$ cat src/rtl/eeld_pkg.sv
package eeld_pkg;

   localparam int WORD_W   = 16;
   localparam int REG_AW   = 8;
   localparam int PAR_POS  = 15;
   localparam int LAST_POS = 14;
   localparam int RSV_HI   = 13;
   localparam int RSV_LO   = 8;

   typedef logic [WORD_W-1:0] word_t;

   typedef enum logic [1:0] {
      RD_IDLE,
      RD_RUN,
      RD_GAP
   } rd_state_t;

   typedef enum logic [2:0] {
      LD_REQ_A,
      LD_WAIT_A,
      LD_REQ_D,
      LD_WAIT_D,
      LD_EVAL,
      LD_DONE
   } ld_state_t;

   typedef struct packed {
      logic              par_bad;
      logic              rsv_bad;
      logic              last;
      logic [REG_AW-1:0] tgt;
   } rec_info_t;

endpackage

$ cat src/rtl/eeld_sync.sv
module eeld_sync #(
   parameter int STAGES = 2
) (
   input  logic clk,
   input  logic rst_n,
   input  logic d_i,
   output logic q_o
);

   generate
      if (STAGES < 1) begin : g_bad
         $error("eeld_sync: STAGES must be at least 1");
      end

      if (STAGES == 1) begin : g_single
         logic q_q;
         always_ff @(posedge clk or negedge rst_n) begin
            if (!rst_n) q_q <= 1'b0;
            else        q_q <= d_i;
         end
         assign q_o = q_q;
      end else begin : g_chain
         logic [STAGES-1:0] ch_q;
         always_ff @(posedge clk or negedge rst_n) begin
            if (!rst_n) ch_q <= '0;
            else        ch_q <= {ch_q[STAGES-2:0], d_i};
         end
         assign q_o = ch_q[STAGES-1];
      end
   endgenerate

endmodule

$ cat src/rtl/eeld_rec_chk.sv
module eeld_rec_chk
   import eeld_pkg::*;
#(
   parameter bit PAR_ODD = 1'b1
) (
   input  word_t     ctl_i,
   input  word_t     dat_i,
   output rec_info_t info_o
);

   logic x_all;

   assign x_all = ^{ctl_i, dat_i};

   generate
      if (PAR_ODD) begin : g_odd
         assign info_o.par_bad = ~x_all;
      end else begin : g_even
         assign info_o.par_bad = x_all;
      end
   endgenerate

   assign info_o.rsv_bad = |ctl_i[RSV_HI:RSV_LO];
   assign info_o.last    = ctl_i[LAST_POS];
   assign info_o.tgt     = ctl_i[REG_AW-1:0];

endmodule

$ cat src/rtl/eeld_mw_reader.sv
module eeld_mw_reader
   import eeld_pkg::*;
#(
   parameter int HALF_DIV    = 4,
   parameter int SYNC_STAGES = 2,
   parameter int ADDR_W      = 6
) (
   input  logic              clk,
   input  logic              rst_n,
   input  logic              start_i,
   input  logic [ADDR_W-1:0] addr_i,
   output logic              rdy_o,
   output logic              vld_o,
   output word_t             word_o,
   output logic              cs_o,
   output logic              sk_o,
   output logic              do_o,
   input  logic              di_i
);

   localparam int CMD_W   = 3 + ADDR_W;
   localparam int FIRST_K = CMD_W + 1;
   localparam int LAST_K  = CMD_W + WORD_W;
   localparam int K_W     = $clog2(LAST_K + 1);
   localparam int DIV_W   = $clog2(HALF_DIV + 1);
   localparam int GAP     = 2 * HALF_DIV;
   localparam int GAP_W   = $clog2(GAP + 1);

   rd_state_t          st_q;
   logic [DIV_W-1:0]   div_q;
   logic [K_W-1:0]     k_q;
   logic [GAP_W-1:0]   gap_q;
   logic [CMD_W-1:0]   cmd_q;
   word_t              sh_q;
   logic               cs_q, sk_q, vld_q;
   logic               di_s;
   logic               tick;

   eeld_sync #(.STAGES(SYNC_STAGES)) u_sync (
      .clk   (clk),
      .rst_n (rst_n),
      .d_i   (di_i),
      .q_o   (di_s)
   );

   assign tick = (div_q == DIV_W'(HALF_DIV - 1));

   always_ff @(posedge clk or negedge rst_n) begin
      if (!rst_n) begin
         st_q  <= RD_IDLE;
         div_q <= '0;
         k_q   <= '0;
         gap_q <= '0;
         cmd_q <= '0;
         sh_q  <= '0;
         cs_q  <= 1'b0;
         sk_q  <= 1'b0;
         vld_q <= 1'b0;
      end else begin
         vld_q <= 1'b0;
         case (st_q)
            RD_IDLE: begin
               if (start_i) begin
                  st_q  <= RD_RUN;
                  cs_q  <= 1'b1;
                  sk_q  <= 1'b0;
                  div_q <= '0;
                  k_q   <= '0;
                  cmd_q <= {3'b110, addr_i};
               end
            end
            RD_RUN: begin
               if (tick) begin
                  div_q <= '0;
                  if (!sk_q) begin
                     sk_q <= 1'b1;
                     if (k_q >= K_W'(FIRST_K))
                        sh_q <= {sh_q[WORD_W-2:0], di_s};
                  end else begin
                     sk_q  <= 1'b0;
                     cmd_q <= {cmd_q[CMD_W-2:0], 1'b0};
                     if (k_q == K_W'(LAST_K)) begin
                        cs_q  <= 1'b0;
                        st_q  <= RD_GAP;
                        gap_q <= '0;
                     end else begin
                        k_q <= k_q + 1'b1;
                     end
                  end
               end else begin
                  div_q <= div_q + 1'b1;
               end
            end
            RD_GAP: begin
               if (gap_q == GAP_W'(GAP - 1)) begin
                  vld_q <= 1'b1;
                  st_q  <= RD_IDLE;
               end else begin
                  gap_q <= gap_q + 1'b1;
               end
            end
            default: st_q <= RD_IDLE;
         endcase
      end
   end

   assign rdy_o  = (st_q == RD_IDLE);
   assign vld_o  = vld_q;
   assign word_o = sh_q;
   assign cs_o   = cs_q;
   assign sk_o   = sk_q;
   assign do_o   = cmd_q[CMD_W-1];

   // chip-select low-time tracker for the gap property
   localparam int LOW_W = $clog2(GAP + 1);
   logic [LOW_W-1:0] low_q;

   always_ff @(posedge clk or negedge rst_n) begin
      if (!rst_n)                           low_q <= LOW_W'(GAP);
      else if (cs_q)                        low_q <= '0;
      else if (low_q != LOW_W'(GAP))        low_q <= low_q + 1'b1;
   end

   p_sk_low_idle_r4: assert property (@(posedge clk) disable iff (!rst_n)
      !cs_o |-> !sk_o);

   p_cs_gap_r4: assert property (@(posedge clk) disable iff (!rst_n)
      $rose(cs_o) |-> (low_q >= LOW_W'(GAP)));

   p_do_hold_r2: assert property (@(posedge clk) disable iff (!rst_n)
      (sk_o && $past(sk_o)) |-> $stable(do_o));

endmodule

$ cat src/rtl/cfg_eeprom_loader.sv
module cfg_eeprom_loader
   import eeld_pkg::*;
#(
   parameter int HALF_DIV    = 4,
   parameter int SYNC_STAGES = 2,
   parameter int ADDR_W      = 6,
   parameter bit PAR_ODD     = 1'b1
) (
   input  logic              clk,
   input  logic              rst_n,
   output logic              mw_cs_o,
   output logic              mw_sk_o,
   output logic              mw_do_o,
   input  logic              mw_di_i,
   output logic              wr_en_o,
   output logic [REG_AW-1:0] wr_addr_o,
   output logic [WORD_W-1:0] wr_data_o,
   output logic              done_o,
   output logic              perr_o
);

   localparam int PI_W = ADDR_W - 1;

   generate
      if (SYNC_STAGES < 1) begin : g_chk_sync
         $error("cfg_eeprom_loader: SYNC_STAGES must be at least 1");
      end
      if (HALF_DIV < SYNC_STAGES + 1) begin : g_chk_div
         $error("cfg_eeprom_loader: HALF_DIV too small for the input synchronizer");
      end
      if (ADDR_W < 2) begin : g_chk_aw
         $error("cfg_eeprom_loader: ADDR_W must be at least 2");
      end
   endgenerate

   ld_state_t          st_q;
   logic [PI_W-1:0]    pi_q;
   word_t              ctl_q, dat_q;
   logic               wr_en_q, perr_q, done_q;
   logic [REG_AW-1:0]  wr_addr_q;
   word_t              wr_data_q;

   logic               rd_rdy, rd_vld, rd_start;
   word_t              rd_word;
   logic [ADDR_W-1:0]  rd_addr;
   rec_info_t          info;

   assign rd_start = rd_rdy && ((st_q == LD_REQ_A) || (st_q == LD_REQ_D));
   assign rd_addr  = {pi_q, (st_q == LD_REQ_D)};

   eeld_mw_reader #(
      .HALF_DIV    (HALF_DIV),
      .SYNC_STAGES (SYNC_STAGES),
      .ADDR_W      (ADDR_W)
   ) u_rd (
      .clk     (clk),
      .rst_n   (rst_n),
      .start_i (rd_start),
      .addr_i  (rd_addr),
      .rdy_o   (rd_rdy),
      .vld_o   (rd_vld),
      .word_o  (rd_word),
      .cs_o    (mw_cs_o),
      .sk_o    (mw_sk_o),
      .do_o    (mw_do_o),
      .di_i    (mw_di_i)
   );

   eeld_rec_chk #(.PAR_ODD(PAR_ODD)) u_chk (
      .ctl_i  (ctl_q),
      .dat_i  (dat_q),
      .info_o (info)
   );

   always_ff @(posedge clk or negedge rst_n) begin
      if (!rst_n) begin
         st_q      <= LD_REQ_A;
         pi_q      <= '0;
         ctl_q     <= '0;
         dat_q     <= '0;
         wr_en_q   <= 1'b0;
         wr_addr_q <= '0;
         wr_data_q <= '0;
         perr_q    <= 1'b0;
         done_q    <= 1'b0;
      end else begin
         wr_en_q <= 1'b0;
         case (st_q)
            LD_REQ_A:  if (rd_rdy) st_q <= LD_WAIT_A;
            LD_WAIT_A: if (rd_vld) begin
                          ctl_q <= rd_word;
                          st_q  <= LD_REQ_D;
                       end
            LD_REQ_D:  if (rd_rdy) st_q <= LD_WAIT_D;
            LD_WAIT_D: if (rd_vld) begin
                          dat_q <= rd_word;
                          st_q  <= LD_EVAL;
                       end
            LD_EVAL: begin
               if (!info.par_bad && !info.rsv_bad) begin
                  wr_en_q   <= 1'b1;
                  wr_addr_q <= info.tgt;
                  wr_data_q <= dat_q;
               end
               if (info.par_bad) perr_q <= 1'b1;
               if (info.last || (&pi_q)) begin
                  st_q   <= LD_DONE;
                  done_q <= 1'b1;
               end else begin
                  pi_q <= pi_q + 1'b1;
                  st_q <= LD_REQ_A;
               end
            end
            LD_DONE:  st_q <= LD_DONE;
            default:  st_q <= LD_DONE;
         endcase
      end
   end

   assign wr_en_o   = wr_en_q;
   assign wr_addr_o = wr_addr_q;
   assign wr_data_o = wr_data_q;
   assign perr_o    = perr_q;
   assign done_o    = done_q;

   p_wr_pulse_r11: assert property (@(posedge clk) disable iff (!rst_n)
      wr_en_o |=> !wr_en_o);

   p_perr_sticky_r7: assert property (@(posedge clk) disable iff (!rst_n)
      perr_o |=> perr_o);

   p_done_hold_r9: assert property (@(posedge clk) disable iff (!rst_n)
      done_o |=> done_o);

   p_quiet_after_done_r9: assert property (@(posedge clk) disable iff (!rst_n)
      done_o |-> !mw_cs_o);

   p_wr_after_eval_r6: assert property (@(posedge clk) disable iff (!rst_n)
      wr_en_o |-> $past(st_q == LD_EVAL));

endmodule

$ cat config.mk
export PLATFORM = sky130hd
export DESIGN_NAME = cfg_eeprom_loader
export DESIGN_NICKNAME = d
export VERILOG_FILES = /design/src/rtl/eeld_pkg.sv /design/src/rtl/eeld_sync.sv /design/src/rtl/eeld_rec_chk.sv /design/src/rtl/eeld_mw_reader.sv /design/src/rtl/cfg_eeprom_loader.sv
export SDC_FILE = /design/constraint.sdc
export NUM_CORES = 1
export LEC_CHECK = 0
export BUFFER_PORTS_ARGS = -buffer_cell sky130_fd_sc_hd__buf_4
export CAP_MARGIN = 20
export CORE_MARGIN = 2
export CORE_UTILIZATION = 52
export DETAILED_ROUTE_END_ITERATION = 8
export HOLD_SLACK_MARGIN = 0.12
export PLACE_DENSITY_LB_ADDON = 0.1
export SYNTH_ARGS = -nofsm -noshare
export SYNTH_HDL_FRONTEND = slang
export SYNTH_HIERARCHICAL = 1
export SYNTH_SLANG_ARGS = --single-unit
$ cat constraint.sdc
create_clock -name clk -period 8.7 [get_ports clk]
set_clock_uncertainty 0.05 [all_clocks]
set_input_delay 0.87 -clock clk [delete_from_list [all_inputs] [get_ports clk]]
set_output_delay 0.87 -clock clk [all_outputs]
set_load 0.01 [all_outputs]
==> metrics.txt <==
Initial DRC Count 85; full die area between 10000 and 15000 um2; Max Fanout on Critical Path 25; Peak VDD IR just over 90 uV; drt pass-1 iters 4; initial core utilization 54.1%; clock slew at reported path FFs roughly 0.10 ns; Area Overhead vs Synth 8.62%; Fin Setup TNS 0 ns; Inst Count DP a little over 500; M1 WL ~3700 um; Post-CTS Setup Inserts 0; Int Pwr 624 uW; Sink Count 111; Finished Core Util 58.8%; Die X a little over 100 um; total track usage 16.9%; final antenna-violating net count 0; Avg Inst Size Synth around 13 um2; Slew Limit Fails 0; row cnt 35; first-pass GRT wire length ~14000 um; CTS root buffer clkbuf_8; type of origin of the critical path flip-flop; Reg2Reg Setup Slack about 5.8 ns; critical path capture point type flip-flop; GP Congestion 0.825; TritonCTS Buffers 9; Top FF cell, synth dfrtp_1; Tot Pwr between 800 and 900 uW; measured slew at the worst slew-check pin about 0.8 ns; routed wire length per instance 14.9 um; Synth Register Bits around 110; # diodes 0; final wirelength around 8000 um; Lkg Pwr 0.00278 uW; initial antenna violation count 0; hold buffer count at cts 0; outcome completed; Fill cells a little over 800; switch share between 20% and 30%; CTS tree yes; Non-Filler Instances between 500 and 600; Logic pwr share approximately 1.3%; RSZ-0062 raised after global routing false; Rel. slew slack a little under half; sequential share of power between 60% and 70%; metal2 WL between 3000 and 4000 um; switching power total 185 uW; sequential area share after synthesis between 50% and 60%; Final nets between 400 and 500; via count about 2800; drc violations 0; library cells used by synthesis 47; CTS-repair resized insts 0; I/O Buffers 32; GRT overflow 0; synthesized instance count approximately 380; die height approximately 100 um; DR top layer met4; CP required roughly 8.9 ns; worst skew pair latency 0.37 ns; # IOs 33; Final Setup Violations 0; Worst Path Arrival between 3 and 4 ns; htree depth 3; Place WS about 5.8 ns; syn_nets between 300 and 400; clock power share 34.9%; core box area between 9000 and 10000 um2; hold crit path type reg -> reg; Synth warnings 6; pin count of the biggest net entering global routing 66; Met3 Routed Length 211 um; Fin. Hold Viols 0; fmax ~0.34 GHz; power density cells 148 nW/um2; vias in the first global route 2749; Post-DP HPWL 5460 um; CTS Buffer Depth 2; EDFF count, synth 0; synthesized area approximately 5000 um2; async set-or-reset flop fraction in the synthesized netlist 100%; fin crit period 2.95 ns; Via density roughly 5.2; layout cells sized above 1 about a third; final period utilization between 30% and 40%; max-cap violation count 0; critical path class reg -> reg; setup slack after layout between 5 and 6 ns
==> path summary, 6_finish.rpt <==
check / to / cells after the start / startpoint
min: u_rd/u_sync/g_chain.ch_q[1] / 0 / u_rd/u_sync/g_chain.ch_q[0]
min reg2reg: u_rd/u_sync/g_chain.ch_q[1] / 0 / u_rd/u_sync/g_chain.ch_q[0]
min in group asynchronous: wr_data_o[12] / 1 / rst_n
max in group asynchronous: pi_q[3] / 2 / rst_n
max reg2reg: wr_data_o[11] / 7 / dat_q[13]
max: wr_data_o[11] / 7 / dat_q[13]
==> critical path, stage by stage, from the launching register on <==
cell and delay, ns:
dfrtp_1 0.42, xor2_1 0.16, xnor3_1 0.44, xnor3_1 0.38, xnor3_1 0.39, or3_1 0.38, buf_4 0.26, mux2_4 0.34
==> flip-flops by register name, indices dropped and copies added, names as in the netlist, 2 cells and up <==
name,cells
ctl_q,16
dat_q,16
u_rd/word_o,16
wr_data_o,16
u_rd/cmd_q,9
wr_addr_o,8
pi_q,5
u_rd/k_q,5
u_rd/gap_q,4
st_q,3
u_rd/div_q,3
u_rd/st_q,2
u_rd/u_sync/g_chain.ch_q,2
==> area by class of cell <==
cell class | instances | area, um2 | share of cell area (%)
sequential | 111 | 2780 | 50.9
timing repair buffer | 37 | 285 | 5.23
clock inverter | 7 | 56.3 | 1.03
multi-input combinational | 228 | 2000 | 36.7
clock buffer | 9 | 124 | 2.27
tap | 129 | 161 | 2.96
inverter | 13 | 48.8 | 0.894
==> power groups by stage <==
stage               logic (uW)  registers, uW  clock network [uW]
floorplan              0.00556            526                   0
global placement          11.3            526                   0
detailed placement        11.3            526                   0
CTS                       11.3            516                 296
global route              13.0            516                 316
finish                    10.3            516                 283
==> cell usage after synthesis (2+ instances only) <==
| cell type | instances | area (um2) |
|---|---|---|
| dfrtp_1 | 111 | 2780 |
| nand4b_1 | 3 | 26.3 |
| a31oi_1 | 8 | 50.1 |
| nand2_1 | 23 | 86.3 |
| a21oi_1 | 3 | 15.0 |
| nand4_1 | 2 | 12.5 |
| inv_1 | 13 | 48.8 |
| buf_6 | 4 | 45.0 |
| a41oi_1 | 2 | 17.5 |
| nand2b_1 | 2 | 12.5 |
| buf_4 | 10 | 75.1 |
| ha_1 | 10 | 125 |
| buf_12 | 2 | 40.0 |
| nand3_1 | 8 | 40.0 |
| a32o_1 | 2 | 20.0 |
| a21o_1 | 2 | 15.0 |
| nor2_1 | 19 | 71.3 |
| mux2_2 | 55 | 619 |
| o21ai_0 | 10 | 50.1 |
| buf_2 | 6 | 30.0 |
| nor3_1 | 2 | 10.0 |
| xor2_1 | 7 | 61.3 |
| or3_1 | 2 | 12.5 |
| o21bai_1 | 2 | 15.0 |
| xnor2_1 | 20 | 175 |
| a21boi_0 | 2 | 15.0 |
| xnor3_1 | 3 | 67.6 |
| mux2_4 | 19 | 285 |
| nor3b_1 | 5 | 37.5 |
==> kinds of logic (layout without fill, tap and decap cells) <==
group,count (synthesis),in the layout,share of synthesized area [%]
compound gates,36,36,4.86
xor+xnor,30,30,6.05
fa+ha+maj,10,10,2.49
buf+inv,36,66,4.83
flops,111,111,55.3
mux,75,75,18.2
simple gates,77,77,8.25
==> placed cells by master (no fill, tap or decap), types with 3 or more instances in the layout <==
cell type  instances
a21oi_1            3
a31oi_1            8
buf_4             36
clkbuf_8           9
clkinv_4           3
dfrtp_1          111
ha_1              10
inv_1             13
mux2_2            55
mux2_4            19
nand2_1           23
nand3_1            8
nand4b_1           3
nor2_1            19
nor3b_1            5
o21ai_0           10
xnor2_1           20
xnor3_1            3
xor2_1             7
==> routing by layer <==
layer,track usage (%),vias up
li1,-,1349
met1,22.4,1396
met2,27.7,39
met3,4.31,10
met4,4.51,0
met5,0,-
==> stage by stage <==
stage	hold slack, ns	cell area [um2]
after floorplan	0.281	5020
after global placement	0.286	5260
after detailed placement	0.288	5260
after CTS	0.313	5440
after global routing	0.322	5460
final	0.310	5460
(Power assumes the default switching activity.)
